`src/rtl/scan_ser_pkg.sv`:
```
package scan_ser_pkg;

  localparam int unsigned WORD_BITS = 16;

  // strobes from the sequencer to the datapath
  typedef struct packed {
    logic rdIssue;
    logic load;
    logic loadZero;
    logic shift;
    logic clear;
    logic rowAdvance;
    logic rowReset;
  } scanCtl_t;

endpackage

```
`src/rtl/scan_ctrl.sv`:
```
module scan_ctrl
  import scan_ser_pkg::*;
#(
  parameter int WIDTH      = 320,
  parameter int HEIGHT     = 240,
  parameter int LINE_W     = 10,
  parameter int DEF_OFFSET = 25,
  parameter int IDX_W      = $clog2(WIDTH / 16 + 1)
) (
  input  logic              clk,
  input  logic              rstN,
  input  logic              scanStart,
  input  logic [LINE_W-1:0] lineNum,
  input  logic              cfgWr,
  input  logic [LINE_W-1:0] cfgOffset,
  output scanCtl_t          ctl,
  output logic [IDX_W-1:0]  rdWordIdx,
  output logic              busy
);

  localparam int WORDS_ROW = WIDTH / 16;
  localparam int WORDS_OUT = WORDS_ROW + 1;
  localparam int LAST_T    = 16 * WORDS_OUT + 2;
  localparam int T_W       = $clog2(LAST_T + 1);
  localparam int LW2       = LINE_W + 2;

  logic [LINE_W-1:0] offReg;
  logic              inBlank;
  logic              busyQ;
  logic [T_W-1:0]    tCnt;

  logic [LW2-1:0] lineExt, offExt, endExt, relLine;
  logic           lineAct, lastBit, accept;
  logic [3:0]     phase;
  logic [T_W-1:0] wordNo;

  // active window test
  assign lineExt = LW2'(lineNum);
  assign offExt  = LW2'(offReg);
  assign endExt  = offExt + LW2'(2 * (HEIGHT - 1));
  assign relLine = lineExt - offExt;
  assign lineAct = (lineExt >= offExt) && (lineExt < endExt);

  assign lastBit = busyQ && (tCnt == T_W'(LAST_T));
  assign accept  = scanStart && (!busyQ || lastBit);
  assign phase   = tCnt[3:0];
  assign wordNo  = tCnt >> 4;
  assign busy    = busyQ;

  always_comb begin
    ctl       = '0;
    rdWordIdx = '0;
    if (busyQ) begin
      if (phase == 4'd0 && wordNo >= T_W'(1) && wordNo < T_W'(WORDS_ROW)) begin
        ctl.rdIssue = 1'b1;
        rdWordIdx   = IDX_W'(wordNo);
      end
      if (phase == 4'd2 && wordNo < T_W'(WORDS_OUT)) begin
        ctl.load     = 1'b1;
        ctl.loadZero = (wordNo >= T_W'(WORDS_ROW));
      end else begin
        ctl.shift = 1'b1;
      end
    end
    if (accept) begin
      if (lineAct) begin
        ctl.rowAdvance = !inBlank && !relLine[0];
        ctl.clear      = 1'b1;
        ctl.rdIssue    = 1'b1;
        ctl.load       = 1'b0;
        ctl.shift      = 1'b0;
        rdWordIdx      = '0;
      end else begin
        ctl.rowReset = !inBlank;
      end
    end
  end

  always_ff @(posedge clk) begin
    if (!rstN) begin
      offReg  <= LINE_W'(DEF_OFFSET);
      inBlank <= 1'b1;
      busyQ   <= 1'b0;
      tCnt    <= '0;
    end else begin
      if (cfgWr) offReg <= cfgOffset;
      if (accept) begin
        inBlank <= !lineAct;
        busyQ   <= lineAct;
        tCnt    <= lineAct ? T_W'(1) : '0;
      end else if (lastBit) begin
        busyQ <= 1'b0;
        tCnt  <= '0;
      end else if (busyQ) begin
        tCnt <= tCnt + T_W'(1);
      end
    end
  end

  // the scan counter never runs past the trailing word
  assert_scan_bound_R6: assert property (@(posedge clk) disable iff (!rstN)
    busyQ |-> (tCnt >= T_W'(1) && tCnt <= T_W'(LAST_T)));

  // a strobe in mid-line leaves the busy state untouched
  assert_ignore_midline_R9: assert property (@(posedge clk) disable iff (!rstN)
    (busyQ && !lastBit && scanStart) |=> busyQ);

endmodule

```
`src/rtl/scan_datapath.sv`:
```
module scan_datapath
  import scan_ser_pkg::*;
#(
  parameter int ADDR_W  = 16,
  parameter int STRIDE  = 20,
  parameter int FB_BASE = 0,
  parameter int IDX_W   = 5
) (
  input  logic              clk,
  input  logic              rstN,
  input  scanCtl_t          ctl,
  input  logic [IDX_W-1:0]  rdWordIdx,
  input  logic              busy,
  input  logic [15:0]       memRdData,
  output logic              memRdEn,
  output logic [ADDR_W-1:0] memAddr,
  output logic              pixOut
);

  logic [ADDR_W-1:0]    rowPtr;
  logic [ADDR_W-1:0]    nextRow;
  logic [WORD_BITS-1:0] shiftReg;

  always_comb begin
    if (ctl.rowReset)        nextRow = ADDR_W'(FB_BASE);
    else if (ctl.rowAdvance) nextRow = rowPtr + ADDR_W'(STRIDE);
    else                     nextRow = rowPtr;
  end

  always_ff @(posedge clk) begin
    if (!rstN) begin
      rowPtr   <= ADDR_W'(FB_BASE);
      memRdEn  <= 1'b0;
      memAddr  <= '0;
      shiftReg <= '0;
    end else begin
      rowPtr  <= nextRow;
      memRdEn <= ctl.rdIssue;
      if (ctl.rdIssue) memAddr <= nextRow + ADDR_W'(rdWordIdx);
      if (ctl.clear)       shiftReg <= '0;
      else if (ctl.load)   shiftReg <= ctl.loadZero ? '0 : memRdData;
      else if (ctl.shift)  shiftReg <= {1'b0, shiftReg[WORD_BITS-1:1]};
    end
  end

  assign pixOut = shiftReg[0];

  // no pixel leaves the block outside a scan
  assert_blank_quiet_R7: assert property (@(posedge clk) disable iff (!rstN)
    !busy |-> !pixOut);

  // reads happen only inside a scan and never back to back
  assert_read_in_scan_R8: assert property (@(posedge clk) disable iff (!rstN)
    memRdEn |-> busy);
  assert_read_spacing_R8: assert property (@(posedge clk) disable iff (!rstN)
    memRdEn |=> !memRdEn);

  // a reset strobe sends the pointer home
  assert_row_home_R4: assert property (@(posedge clk) disable iff (!rstN)
    ctl.rowReset |=> (rowPtr == ADDR_W'(FB_BASE)));

  // an advance moves the pointer by exactly one stride
  assert_row_step_R3: assert property (@(posedge clk) disable iff (!rstN)
    ctl.rowAdvance |=> (rowPtr == $past(rowPtr) + ADDR_W'(STRIDE)));

endmodule

```
`src/rtl/dbl_line_serializer.sv`:
```
module dbl_line_serializer
  import scan_ser_pkg::*;
#(
  parameter int WIDTH      = 320,
  parameter int HEIGHT     = 240,
  parameter int STRIDE     = 20,
  parameter int FB_BASE    = 0,
  parameter int ADDR_W     = 16,
  parameter int LINE_W     = 10,
  parameter int DEF_OFFSET = 25
) (
  input  logic              clk,
  input  logic              rstN,
  input  logic              scanStart,
  input  logic [LINE_W-1:0] lineNum,
  input  logic              cfgWr,
  input  logic [LINE_W-1:0] cfgOffset,
  output logic              memRdEn,
  output logic [ADDR_W-1:0] memAddr,
  input  logic [15:0]       memRdData,
  output logic              pixOut,
  output logic              scanBusy
);

  localparam int IDX_W = $clog2(WIDTH / 16 + 1);

  scanCtl_t         ctl;
  logic [IDX_W-1:0] rdWordIdx;
  logic             busy;

  scan_ctrl #(
    .WIDTH(WIDTH), .HEIGHT(HEIGHT), .LINE_W(LINE_W),
    .DEF_OFFSET(DEF_OFFSET), .IDX_W(IDX_W)
  ) u_ctrl (
    .clk(clk), .rstN(rstN), .scanStart(scanStart), .lineNum(lineNum),
    .cfgWr(cfgWr), .cfgOffset(cfgOffset),
    .ctl(ctl), .rdWordIdx(rdWordIdx), .busy(busy)
  );

  scan_datapath #(
    .ADDR_W(ADDR_W), .STRIDE(STRIDE), .FB_BASE(FB_BASE), .IDX_W(IDX_W)
  ) u_dp (
    .clk(clk), .rstN(rstN), .ctl(ctl), .rdWordIdx(rdWordIdx), .busy(busy),
    .memRdData(memRdData), .memRdEn(memRdEn), .memAddr(memAddr),
    .pixOut(pixOut)
  );

  assign scanBusy = busy;

endmodule

```
`config.mk`:
```
export PLATFORM = sky130hd
export DESIGN_NAME = dbl_line_serializer
export DESIGN_NICKNAME = d
export VERILOG_FILES = /design/src/rtl/scan_ser_pkg.sv /design/src/rtl/scan_ctrl.sv /design/src/rtl/scan_datapath.sv /design/src/rtl/dbl_line_serializer.sv
export SDC_FILE = /design/constraint.sdc
export NUM_CORES = 1
export LEC_CHECK = 0
export BUFFER_PORTS_ARGS = -buffer_cell sky130_fd_sc_hd__buf_2
export CORE_MARGIN = 2
export CORE_UTILIZATION = 40
export DETAILED_ROUTE_END_ITERATION = 10
export GPL_TIMING_DRIVEN = 0
export PLACE_DENSITY = 0.68
export SLEW_MARGIN = 20
export SYNTH_ARGS = -nofsm -noshare
export SYNTH_HDL_FRONTEND = slang
export SYNTH_HIERARCHICAL = 1
export SYNTH_SLANG_ARGS = --single-unit
```
`constraint.sdc`:
```
create_clock -name clk -period 15.3 [get_ports clk]
set_clock_uncertainty 0.1 [all_clocks]
set_input_delay 1.53 -clock clk [delete_from_list [all_inputs] [get_ports clk]]
set_output_delay 1.53 -clock clk [all_outputs]
set_load 0.02 [all_outputs]
```
======== After elaboration in Yosys (flattened, before gate mapping) ========
Index checks and enable logic that the tools add are counted.
word-level totals
  input port bits ......................... 40
  flip-flop bits (word level) ............. 70
operators by class
  magnitude comparators ................... 6
  bitwise operators ....................... 1
  eq/ne operators ......................... 2
  muxes and demuxes ....................... 24
  add/sub/neg operators ................... 5
  reductions and logical operators ........ 17
operators by type and width
  kind                                                 count
  two-way mux 16 bit                                   5
  two-way mux 9 bit                                    3
  two-way mux 5 bit                                    4
  adder 16 x 5 -> 16 bit                               1
  adder 16 x 5 -> 16 bit, second input constant        1
  adder 10 x 9 -> 11 bit, second input constant        1
  < comparator 10 x 11 -> 1 bit                        1
  >= comparator 10 bit                                 1
  < comparator 5 bit, second input constant            2
  adder 9 x 1 -> 9 bit, second input constant          1
  == test 9 bit, second input constant                 1
  two-way mux 4 bit                                    2
  logical AND 1 bit                                    7
  two-way mux 1 bit                                    6
  two-way mux 2 bit                                    3
  >= comparator 5 x 1 -> 1 bit, second input constant  1
  >= comparator 5 bit, second input constant           1
  == test 4 x 2 -> 1 bit, second input constant        1
  zero test 1 bit                                      4
  zero test 4 bit                                      1
  nonzero test 2 bit                                   2
  two-way mux 3 bit                                    1
  nonzero test 3 bit                                   1
  OR reduction 2 bit                                   1
  3 further kinds                                      3

======== Logic depth before layout (Yosys ltp) ========
Gate-level depths: netlist (run 1).
  word-level depth ........................ 10
  gate-level depth with buffers ........... 23
  gate-level depth less buffers ........... 21

======== Cells and area by module ========
Netlist (run 1), hierarchy kept.
by module, submodules not included
  module         cells an instance  times used  area each (µm²)
  scan_datapath  329                1           2,706.3
  scan_ctrl      187                1           1,609.0

======== Worst setup path after synthesis (run 1) ========
OpenSTA, ideal clock, no wires.
  kind .................................... input port to flip-flop
  start point ............................. input port lineNum[1]
  end point ............................... register u_dp.memAddr[14]
  stages .................................. 17
  data arrival time ....................... 5.493 ns
  required time ........................... 15.126 ns
  slack ................................... 9.633 ns
  path buffers ............................ 3
  cell sequence ........................... ha_1 o211ai_1 a21oi_1 o41ai_1 a211oi_2 nor3_1 buf_2 clkbuf_1 buf_1 nor2_1 ha_1 nor2b_1 o21ai_0 a21boi_0 o211ai_1 or4_1 a31oi_1
RTL lines
  element                 RTL line                   RTL
  start: declaration      dbl_line_serializer.sv:15  input logic [LINE_W-1:0] lineNum,
  end signal: assignment  scan_datapath.sv:39        if (ctl.rdIssue) memAddr <= nextRow + ADDR_W'(rdWordIdx);
  end: declaration        scan_datapath.sv:16        output logic [ADDR_W-1:0] memAddr,

==> summary.md, run 1 <==
| Metric | Value |
|---|---|
| Outcome | `finished clean` |
| Cells after synthesis | `516` |
| Slew HR | `56.54%` |
| Sequential-to-total area share from yosys stat | `32.47%` |
| Critical path arrival | `6.59 ns` |
| Yosys top cell area share | `32.47%` |
| DRC | `0` |
| Crit-path max cell delay | `0.51 ns` |
| EDFF count, synth | `0` |
| Final Max Tran Viols | `0` |
| Sink Count | `70` |
| Delay-heaviest family, CP | `compound AO/OA/AOI/OAI gates` |
| I/O Pins | `59` |
| GRT overflow | `0` |
| Clk slew on worst S/H paths | `0.08 ns` |
| Core area | `10420 µm²` |
| Post-CTS setup buffers | `0` |
| # nets final | `655` |
| RSZ-0062 raised after global routing | `no` |
| Via/cell ratio | `5.435` |
| Vias in the first global route | `3619` |
| Max Fclk | `156.2 MHz` |
| Synthesized flop and latch total | `70` |
| Worst-Margin Slew | `0.6519 ns` |
| CP Cell Sequence | `buf_2 > ha_1 > o211ai_1 > a21oi_1 > o41ai_1 > a211oi_2 > nor3_1 > buf_2 > clkbuf_1 > buf_1 > nor2_1 > ha_1 > nor2b_1 > o21ai_0 > a21boi_0 > o211ai_1 > or4_1 > a31oi_1` |
| Hold_buf cts | `0` |
| Chip Width | `107.9 µm` |
| Mean area per synthesized cell | `8.363 µm²` |
| Total Routing Usage GR | `17.64%` |
| Die area | `11630 µm²` |
| Max-Cap Viols | `0` |
| Req. time, crit path | `15.49 ns` |
| Num rows | `37` |
| First-pass GRT wire length | `16.51 mm` |
| Commonest non-fill, non-tap cell in the layout | `nor2_1` |
| Via Count | `3946` |
| H-tree depth | `3` |
| P_leak | `2.087 nW` |
| Setup ws final | `8.899 ns` |
| Dpl ws | `8.613 ns` |
| CTS tree | `done` |
| RePlAce Congestion | `0.8462` |
| FILL cells | `1033` |
| Asr flop ratio synth | `0%` |
| CTS buffer count | `9` |
| Pwr/cell area | `91.75 nW/µm²` |
| DR pass1 iterations | `4` |
| Crit start category | `primary input` |
| # setup viols final | `0` |
| Critical path type | `in2reg` |
| Top_reg_cell synth | `dfxtp_1` |
| Yosys cell types | `72` |
| # diodes | `0` |
| Largest net degree at the start of global routing | `16` |
| Area leader, netlist | `dfxtp_1` |
| Hold Vio Cnt, Final | `0` |
| CTS resizes | `0` |
| CTS Buffer Depth | `2` |
| Worst IR drop on VDD | `0.06206 mV` |
| Clock Tree Root | `clkbuf_8` |
| Initial antenna violation count | `0` |
| Mapped Nets | `586` |
| Share of cells above drive strength 1 | `16.78%` |
| Endpoint class of the critical path | `flop` |
| DR iter-0 viols | `213` |
| Crit-path max FO | `10` |
| Setup TNS Final | `0 ns` |
| Most frequent cells in the layout | `nor2_1, dfxtp_1, buf_2, a21oi_1, ha_1` |
| CP bufs+invs | `4` |
| Crit share post-route | `41.84%` |
| Total Wirelength | `9.869 mm` |
| Final min period | `6.401 ns` |
| Initial Util | `41.43%` |
| Die height | `107.9 µm` |
| Dpl hpwl | `7.478 mm` |
| Crit-path slowest cell | `nor3_1` |
| WL per Instance | `13.59 µm` |
| Area contributors post-synth | `dfxtp_1, ha_1, nor2_1, mux2i_1, a21oi_1` |
| Final ANT Viol Nets | `0` |
| Worst-skew pair later-pin latency | `0.36 ns` |
| Type of the tightest min-delay check | `reg2reg` |
| Syn. warnings | `6` |
| PortBufs | `58` |
| Synthesized area | `4315 µm²` |
| Area Overhead vs Synth | `16.73%` |
## where the power goes
part           switching, mW  internal (mW)  leakage (nW)
combinational         0.0413         0.0285          1.39
sequential           0.00528          0.189         0.568
clock                 0.0733          0.125         0.130
## flip-flops by register name (all words and copies together) (netlist names)
register / cells
u_ctrl/busy: 1
u_ctrl/inBlank: 1
u_ctrl/offReg: 10
u_ctrl/tCnt: 9
u_dp/memAddr: 16
u_dp/memRdEn: 1
u_dp/rowPtr: 16
u_dp/shiftReg: 16
## kinds of logic after synthesis
| logic type | synth area share [%] |
|---|---|
| adder cells (fa/ha/maj) | 8.872 |
| flip-flops | 32.47 |
| AO/OA/AOI/OAI | 17.83 |
| AND/OR/NAND/NOR | 23.63 |
| XOR/XNOR | 4.871 |
| multiplexers | 7.045 |
| buffers and inverters | 5.277 |
## metrics by stage
step	power, mW	hold WS (ns)	cell area, µm²	std cells	utilization [%]
after floorplan	0.2454	0.3460	4315	516	-
after detailed placement	0.2683	0.3802	4776	710	45.85
after global placement	0.2657	0.3708	4776	710	45.85
after CTS	0.4671	0.3981	5037	726	48.36
final	0.4622	0.3932	5037	726	48.36
after global routing	0.4830	0.4264	5037	726	48.36
## synthesized netlist by cell type (4+ instances only)
master	instances
or3_1	5
xnor2_1	12
nor2_1	74
nor2b_1	14
nand3_1	12
nand2b_1	4
ha_1	29
a31oi_1	9
buf_2	5
mux2i_1	27
clkbuf_1	16
nor4_1	4
a21oi_1	29
o211ai_1	7
nand4_1	6
a21o_1	6
nor3_1	15
o21ai_0	26
inv_1	23
xor2_1	12
nand2_1	19
and2_1	13
dfxtp_1	70
a211oi_1	7
## worst paths after layout
| check | slack, ns | end | startpoint | depth (start not counted) |
|---|---|---|---|---|
| worst max-delay path | 8.90 | u_dp/memAddr[14]$_SDFFE_PN0P_ | lineNum[1] | 18 |
| worst min-delay path | 0.39 | u_dp/memAddr[5]$_SDFFE_PN0P_ | u_dp/memAddr[5]$_SDFFE_PN0P_ | 2 |
| worst max register to register | 9.41 | u_dp/memAddr[14]$_SDFFE_PN0P_ | u_ctrl/offReg[1]$_SDFFE_PN0P_ | 20 |
| worst min register to register | 0.39 | u_dp/memAddr[5]$_SDFFE_PN0P_ | u_dp/memAddr[5]$_SDFFE_PN0P_ | 2 |
## per-layer routing
layer | share of wire (%) | global-route usage [%]
met1 | 48 | 22.92
met2 | 47 | 29.11
met5 | 0 | 0
met3 | 3.9 | 3.390
met4 | 1.8 | 6.136
## worst min-delay path, stage by stage (launching register included)
cell and delay [ns]:
dfxtp_1 0.32, mux2i_1 0.06, nor2_1 0.07
## final cells by class
type | count | area, µm² | share of cell area [%]
multi-input combinational | 394 | 2686 | 53.33
sequential | 70 | 1401 | 27.82
timing repair buffer | 58 | 290.3 | 5.763
tap | 136 | 170.2 | 3.378
clock inverter | 6 | 133.9 | 2.658
buffer | 27 | 133.9 | 2.658
clock buffer | 10 | 127.6 | 2.534
inverter | 25 | 93.84 | 1.863
Power figures use the tool's default switching activity.
==> inputs of run 2 (changes only) <==
--- a/config.mk
+++ b/config.mk
@@ -5,6 +5,7 @@
 export SDC_FILE = /design/constraint.sdc
 export NUM_CORES = 1
 export LEC_CHECK = 0
+export ABC_AREA = 1
 export BUFFER_PORTS_ARGS = -buffer_cell sky130_fd_sc_hd__buf_2
 export CORE_MARGIN = 2
 export CORE_UTILIZATION = 40
==> constraint.sdc (replaced) <==
create_clock -name clk -period 6.7 [get_ports clk]
set_clock_uncertainty 0.1 [all_clocks]
set_input_delay 0.67 -clock clk [delete_from_list [all_inputs] [get_ports clk]]
set_output_delay 0.67 -clock clk [all_outputs]
set_load 0.02 [all_outputs]
==> run 2 against run 1 <==
Compared with the run above:
- critical endpoint is now u_dp/memAddr[13]$_SDFFE_PN0P_
- largest power group is now sequential cells
- wire length decreased by 0.37%
- die area increased by 1.6%
- synthesized cell count increased by 20%
- non-clock buffer count decreased by 13
- flip-flop and latch count unchanged
- sequential power increased by 140%
==> summary.md, run 2 <==
| Metric | Value |
|---|---|
| Top post-synthesis cells by count | `nand2_1, inv_1, nor2_1` |
| H-tree depth | `3` |
| Switching power | `322.5 µW` |
| Crit-path max FO | `10` |
| Crit start category | `flop` |
| Area contributors post-synth | `dfxtp_1, nand2_1, ha_1, inv_1, nor2_1` |
| Pint | `740.3 µW` |
| Type of the tightest min-delay check | `reg2reg` |
| CTS Buffer Depth | `2` |
| Core area | `10790 µm²` |
| Final Max Tran Viols | `0` |
| Commonest non-fill, non-tap cell in the layout | `nand2_1` |
| Placed Cells | `817` |
| Pwr/cell area | `209.5 nW/µm²` |
| DP Area | `4853 µm²` |
| GRT overflow | `0` |
| # setup viols final | `0` |
| Via Count | `4078` |
| Final ANT Viol Nets | `0` |
| Post-synthesis compound-gate area fraction | `14.97%` |
| Capture point of the worst reg-to-reg path | `u_dp/memAddr[13]$_SDFFE_PN0P_` |
| EDFF count, synth | `0` |
| # nets final | `758` |
| Top_reg_cell synth | `dfxtp_1` |
| Worst Setup SP | `u_ctrl/offReg[1]$_SDFFE_PN0P_` |
| RSZ-0062 raised after global routing | `no` |
| Initial antenna violation count | `0` |
| Num rows | `38` |
| Critical path type | `reg2reg` |
| Design area | `5074 µm²` |
| Post-Synth XOR/XNOR Area | `3.792%` |
| FILL cells | `1047` |
| Slew HR | `66.23%` |
| Outcome | `finished clean` |
| Syn. warnings | `6` |
| Comb pwr share | `20.9%` |
| Mapped Nets | `689` |
| Post-CTS setup buffers | `0` |
| # diodes | `0` |
| CTS resizes | `0` |
| R2R Path Start | `u_ctrl/offReg[1]$_SDFFE_PN0P_` |
| Hold Vio Cnt, Final | `0` |
| Via/cell ratio | `4.896` |
| Crit-path max cell delay | `0.39 ns` |
| Worst-Margin Slew | `0.5065 ns` |
| Critical path endpoint | `u_dp/memAddr[13]$_SDFFE_PN0P_` |
| Endpoint class of the critical path | `flop` |
| First-pass GRT wire length | `16.84 mm` |
| Vias in the first global route | `3847` |
| RePlAce Congestion | `0.8466` |
| Share of cells above drive strength 1 | `19.48%` |
| Layout Cells excl Fill | `833` |
| Simple-gate area share of the yosys netlist | `30.68%` |
| Mean area per synthesized cell | `7.089 µm²` |
| Sequential-to-total area share from yosys stat | `31.94%` |
| Critical path's most frequent cell | `nand2_1` |
| Asr flop ratio synth | `0%` |
| Sink Count | `70` |
| Final cell utilization of the core | `47.01%` |
| Clock power share | `35.2%` |
| DR pass1 iterations | `4` |
| Most frequent cells in the layout | `nand2_1, inv_1, nor2_1, dfxtp_1, buf_2` |
| CTS buffer count | `9` |
| Worst-skew pair later-pin latency | `0.35 ns` |
| Crit-path slowest cell | `clkbuf_1` |
| Initial Util | `40.66%` |
| Clock Tree Root | `clkbuf_8` |
| Worst IR drop on VDD | `0.1216 mV` |
| Multiplexer area fraction after synthesis | `0%` |
| Crit share post-route | `66.45%` |
| Die height | `108.7 µm` |
| WL per Instance | `11.80 µm` |
| Total Routing Usage GR | `17.74%` |
| R2r setup slk | `2.25 ns` |
| I/O Pins | `59` |
| Yosys cell types | `45` |
| Max-Cap Viols | `0` |
| PortBufs | `58` |
| Top Registers | `u_dp/memAddr: 16 flops, u_dp/rowPtr: 16 flops, u_dp/shiftReg: 16 flops` |
| Most instantiated library cell after synthesis | `nand2_1` |
| Final min period | `4.452 ns` |
| DR iter-0 viols | `336` |
| Cells after synthesis | `619` |
| Total Wirelength | `9.832 mm` |
| Clk slew on worst S/H paths | `0.07 ns` |
| R2R cell count | `33` |
| Net Sw Frac | `30.35%` |
| Die area | `11820 µm²` |
| Hold WS | `0.3461 ns` |
| Setup TNS Final | `0 ns` |
| Hold_buf cts | `0` |
| Area leader, netlist | `dfxtp_1` |
| Max Fclk | `224.6 MHz` |
| DRC | `0` |
| P_leak | `2.442 nW` |
| Area Overhead vs Synth | `15.63%` |
| Largest net degree at the start of global routing | `12` |
| Dpl hpwl | `7.729 mm` |
| CTS tree | `done` |
| Synthesized flop and latch total | `70` |
| Adder-cell share of the synthesized area | `8.725%` |
| Synthesized area | `4388 µm²` |
| Critical path arrival | `4.60 ns` |
| Sequential power share | `44.0%` |
| Yosys top cell area share | `31.94%` |
| Chip Width | `108.7 µm` |
| Req. time, crit path | `6.85 ns` |
| Largest family of logic cells by synthesized area | `simple AND/OR/NAND/NOR gates` |
run 2: cell types whose count changed after synthesis, sizes merged, moves of 14 or more:
cell	before	now
nand3	13	31
mux2i	27	0
nor2b	14	0
nand2	19	110
inv	24	98
nor2	74	101
a21oi	30	51
o21ai	28	49
run 2: cell type report:
cell class              count  area (µm²)  share of cell area (%)
multi-input cells         437        2552                   50.31
flip-flops and latches     70        1401                   27.62
inverters                  98       370.4                   7.300
repair buffers             58       290.3                   5.721
clock buffers              14       182.7                   3.600
well taps                 140       175.2                   3.453
plain buffers              14       63.81                   1.258
clock inverters             2       37.54                  0.7398
run 2: kinds of logic after synthesis:
kind of cell,Yosys count
compound gates,113
xor+xnor,19
fa+ha+maj,30
buf+inv,112
flops,70
simple gates,275
run 2: critical path: cells and delay by family (launching register included):
| family | cells | cell delay, ns |
|---|---|---|
| flip-flops | 1 | 0.32 |
| adder cells (fa/ha/maj) | 3 | 0.85 |
| XOR/XNOR | 1 | 0.16 |
| buffers and inverters | 5 | 0.70 |
| AND/OR/NAND/NOR | 24 | 2.23 |
run 2: per-stage QoR:
stage | setup slack [ns] | total power [mW]
5_1_grt | 1.742 | 1.126
3_5_place_dp | 2.283 | 0.6983
4_1_cts | 2.264 | 1.076
6_report | 2.248 | 1.063
2_1_floorplan | 2.796 | 0.6301
3_3_place_gp | 2.356 | 0.6918
run 2: worst min path at each step:
| stage | from | endpoint | slack [ns] | depth (start not counted) |
|---|---|---|---|---|
| 6_report | u_dp/rowPtr[0]$_SDFF_PN0_ | u_dp/rowPtr[0]$_SDFF_PN0_ | 0.35 | 2 |
| 5_1_grt | u_dp/rowPtr[0]$_SDFF_PN0_ | u_dp/rowPtr[0]$_SDFF_PN0_ | 0.39 | 2 |
| 4_1_cts | u_dp/rowPtr[0]$_SDFF_PN0_ | u_dp/rowPtr[0]$_SDFF_PN0_ | 0.35 | 2 |
| 3_5_place_dp | u_dp/rowPtr[0]$_SDFF_PN0_ | u_dp/rowPtr[0]$_SDFF_PN0_ | 0.33 | 2 |
| 3_3_place_gp | u_dp/rowPtr[0]$_SDFF_PN0_ | u_dp/rowPtr[0]$_SDFF_PN0_ | 0.33 | 2 |
| 2_1_floorplan | u_dp/rowPtr[0]$_SDFF_PN0_ | u_dp/rowPtr[0]$_SDFF_PN0_ | 0.32 | 2 |
run 2: power groups by stage:
stage | sequential (mW) | clock (mW) | combinational, mW
floorplan | 0.492 | 0 | 0.138
global placement | 0.476 | 0 | 0.216
detailed placement | 0.477 | 0 | 0.222
CTS | 0.467 | 0.386 | 0.223
global route | 0.471 | 0.402 | 0.253
finish | 0.467 | 0.374 | 0.222
run 2: layer usage:
layer  global-route usage (%)  routed length (µm)  vias to the layer above
met5                        0                   0                        -
met4                    6.410                 121                        0
met3                    2.929                 455                        8
met2                    30.04                4519                       91
met1                    22.72                4736                     1835
li1                         -                   -                     2144
==> inputs of run 3 (changes only) <==
--- a/config.mk
+++ b/config.mk
@@ -11,7 +11,7 @@
 export CORE_UTILIZATION = 40
 export DETAILED_ROUTE_END_ITERATION = 10
 export GPL_TIMING_DRIVEN = 0
-export PLACE_DENSITY = 0.68
+export PLACE_DENSITY = 0.7
 export SLEW_MARGIN = 20
 export SYNTH_ARGS = -nofsm -noshare
 export SYNTH_HDL_FRONTEND = slang
==> constraint.sdc (replaced) <==
create_clock -name clk -period 3.6 [get_ports clk]
set_clock_uncertainty 0.1 [all_clocks]
set_input_delay 0.36 -clock clk [delete_from_list [all_inputs] [get_ports clk]]
set_output_delay 0.36 -clock clk [all_outputs]
set_load 0.02 [all_outputs]
==> run 3 against run 2 <==
Compared with the run above:
- the flow now finishes with violations (setup timing)
- highest routed layer unchanged
- largest power group unchanged
- combinational power rose by 120%
- worst setup slack got worse by 2.6 ns
- power rose by 88%
- register-to-register slack got worse by 2.6 ns
==> summary.md, run 3 (synthesis results as in run 2) <==
| Metric | Value |
|---|---|
| Worst IR drop on VDD | `0.2870 mV` |
| Req. time, crit path | `3.77 ns` |
| CTS tree | `done` |
| DR iter-0 viols | `178` |
| # nets final | `786` |
| Top Registers | `u_dp/memAddr: 16 flops, u_dp/rowPtr: 16 flops, u_dp/shiftReg: 16 flops` |
| Vias in the first global route | `4212` |
| Crit share post-route | `108.4%` |
| Final Max Tran Viols | `0` |
| Max Fclk | `256.2 MHz` |
| DRC | `0` |
| R2r setup slk | `-0.30 ns` |
| Failing checks | `setup timing` |
| Initial Util | `40.66%` |
| Die area | `11820 µm²` |
| Setup ws final | `-0.3026 ns` |
| CTS buffer count | `9` |
| Final min period | `3.903 ns` |
| # setup viols final | `12` |
| RePlAce Congestion | `0.8785` |
| DR pass1 iterations | `5` |
| Worst-Margin Slew | `0.5390 ns` |
| Pwr/cell area | `362.9 nW/µm²` |
| Clk slew on worst S/H paths | `0.08 ns` |
| Core area | `10790 µm²` |
| I/O Pins | `59` |
| Worst Setup SP | `u_ctrl/offReg[3]$_SDFFE_PN1P_` |
| Capture point of the worst reg-to-reg path | `u_dp/memAddr[13]$_SDFFE_PN0P_` |
| Via Count | `4301` |
| Chip Width | `108.7 µm` |
| R2R Path Start | `u_ctrl/offReg[3]$_SDFFE_PN1P_` |
| Commonest non-fill, non-tap cell in the layout | `nand2_1` |
| P_leak | `2.620 nW` |
| Critical path endpoint | `u_dp/memAddr[13]$_SDFFE_PN0P_` |
| Die height | `108.7 µm` |
| Worst-skew pair later-pin latency | `0.36 ns` |
| Hold_buf cts | `0` |
| Crit-path slowest cell | `ha_1` |
| Hold Vio Cnt, Final | `0` |
| Initial antenna violation count | `0` |
| H-tree depth | `3` |
| PortBufs | `58` |
| First-pass GRT wire length | `18.18 mm` |
| RSZ-0062 raised after global routing | `yes` |
| Crit-path max cell delay | `0.38 ns` |
| Crit-path max FO | `5` |
| Dpl hpwl | `7.898 mm` |
| Final cell utilization of the core | `51.10%` |
| Outcome | `finished, violations left` |
| Max-Cap Viols | `0` |
| Num rows | `38` |
| CTS Buffer Depth | `2` |
| Type of the tightest min-delay check | `in2reg` |
| GRT overflow | `0` |
| Design Power | `2.002 mW` |
| Area Overhead vs Synth | `25.69%` |
| Slew HR | `64.07%` |
| Total Routing Usage GR | `19.42%` |
| # diodes | `0` |
| Sink Count | `70` |
| Crit start category | `flop` |
| R2R cell count | `33` |
| Clock Tree Root | `clkbuf_8` |
| WL per Instance | `12.54 µm` |
| Critical path's most frequent cell | `nand2_1` |
| Share of cells above drive strength 1 | `28.57%` |
| Most frequent cells in the layout | `nand2_1, inv_1, nor2_1, dfxtp_1, buf_2` |
| Largest net degree at the start of global routing | `13` |
| Critical path arrival | `4.07 ns` |
| Endpoint class of the critical path | `flop` |
| Total Wirelength | `10.80 mm` |
| Via/cell ratio | `4.995` |
| Critical path type | `reg2reg` |
| Final ANT Viol Nets | `0` |
| Setup TNS Final | `-2.649 ns` |
[run 3: routing by layer]
| layer | vias to the layer above | global-route usage (%) | wire length, µm |
|---|---|---|---|
| met4 | 0 | 12.18 | 363 |
| met3 | 25 | 3.407 | 337 |
| met1 | 2000 | 21.81 | 4531 |
| met2 | 77 | 33.93 | 5563 |
| met5 | - | 0 | 0 |
| li1 | 2199 | - | - |
[run 3: worst min path at each step]
| stage | start | end | slack [ns] | cells after the start |
|---|---|---|---|---|
| 3_5_place_dp | u_ctrl/offReg[0]$_SDFFE_PN1P_ | u_ctrl/offReg[0]$_SDFFE_PN1P_ | 0.35 | 2 |
| 4_1_cts | cfgOffset[3] | u_ctrl/offReg[3]$_SDFFE_PN1P_ | 0.1 | 3 |
| 6_report | cfgOffset[3] | u_ctrl/offReg[3]$_SDFFE_PN1P_ | 0.11 | 3 |
| 2_1_floorplan | u_ctrl/offReg[0]$_SDFFE_PN1P_ | u_ctrl/offReg[0]$_SDFFE_PN1P_ | 0.33 | 2 |
| 5_1_grt | memRdData[7] | u_dp/shiftReg[7]$_SDFFE_PP0P_ | 0.13 | 3 |
| 3_3_place_gp | u_dp/rowPtr[0]$_SDFF_PN0_ | u_dp/rowPtr[0]$_SDFF_PN0_ | 0.35 | 2 |
[run 3: what timing repair did]
item,CTS,global route
pin swaps,21,31
cloned,0,0
resized for setup,24,29
buffers inserted,20,11
setup endpoints to repair,13,14
[run 3: cell type report]
cell class              count  area, µm²
plain buffers              13      60.06
clock buffers              11      141.4
clock inverters             5      58.81
fillers                  1034       5278
inverters                  98      380.4
multi-input cells         437       2776
flip-flops and latches     70       1404
well taps                 140      175.2
repair buffers             87      519.2
[run 3: per-stage QoR]
stage	area, µm²	setup WS (ns)	hold slack [ns]	std cells
after floorplan	4451	-0.1170	0.3329	619
after global placement	4916	-0.4361	0.3505	817
after detailed placement	4916	-0.5240	0.3486	817
after CTS	5340	-0.2615	0.09988	852
after global routing	5515	-0.5668	0.1296	861
final	5515	-0.3026	0.1145	861
[run 3: where the power goes]
part	leakage (nW)	switching, mW	internal [mW]
clock	0.0955	0.313	0.339
sequential	0.572	0.0377	0.834
combinational	1.95	0.291	0.187
total	2.62	0.642	1.36
[run 3: critical path, delay by kind of cell (launching register included)]
| kind | cells | cell delay [ns] |
|---|---|---|
| buf+inv | 7 | 0.61 |
| xor+xnor | 1 | 0.14 |
| fa+ha+maj | 2 | 0.67 |
| flops | 1 | 0.33 |
| simple gates | 22 | 1.79 |
| compound gates | 1 | 0.12 |
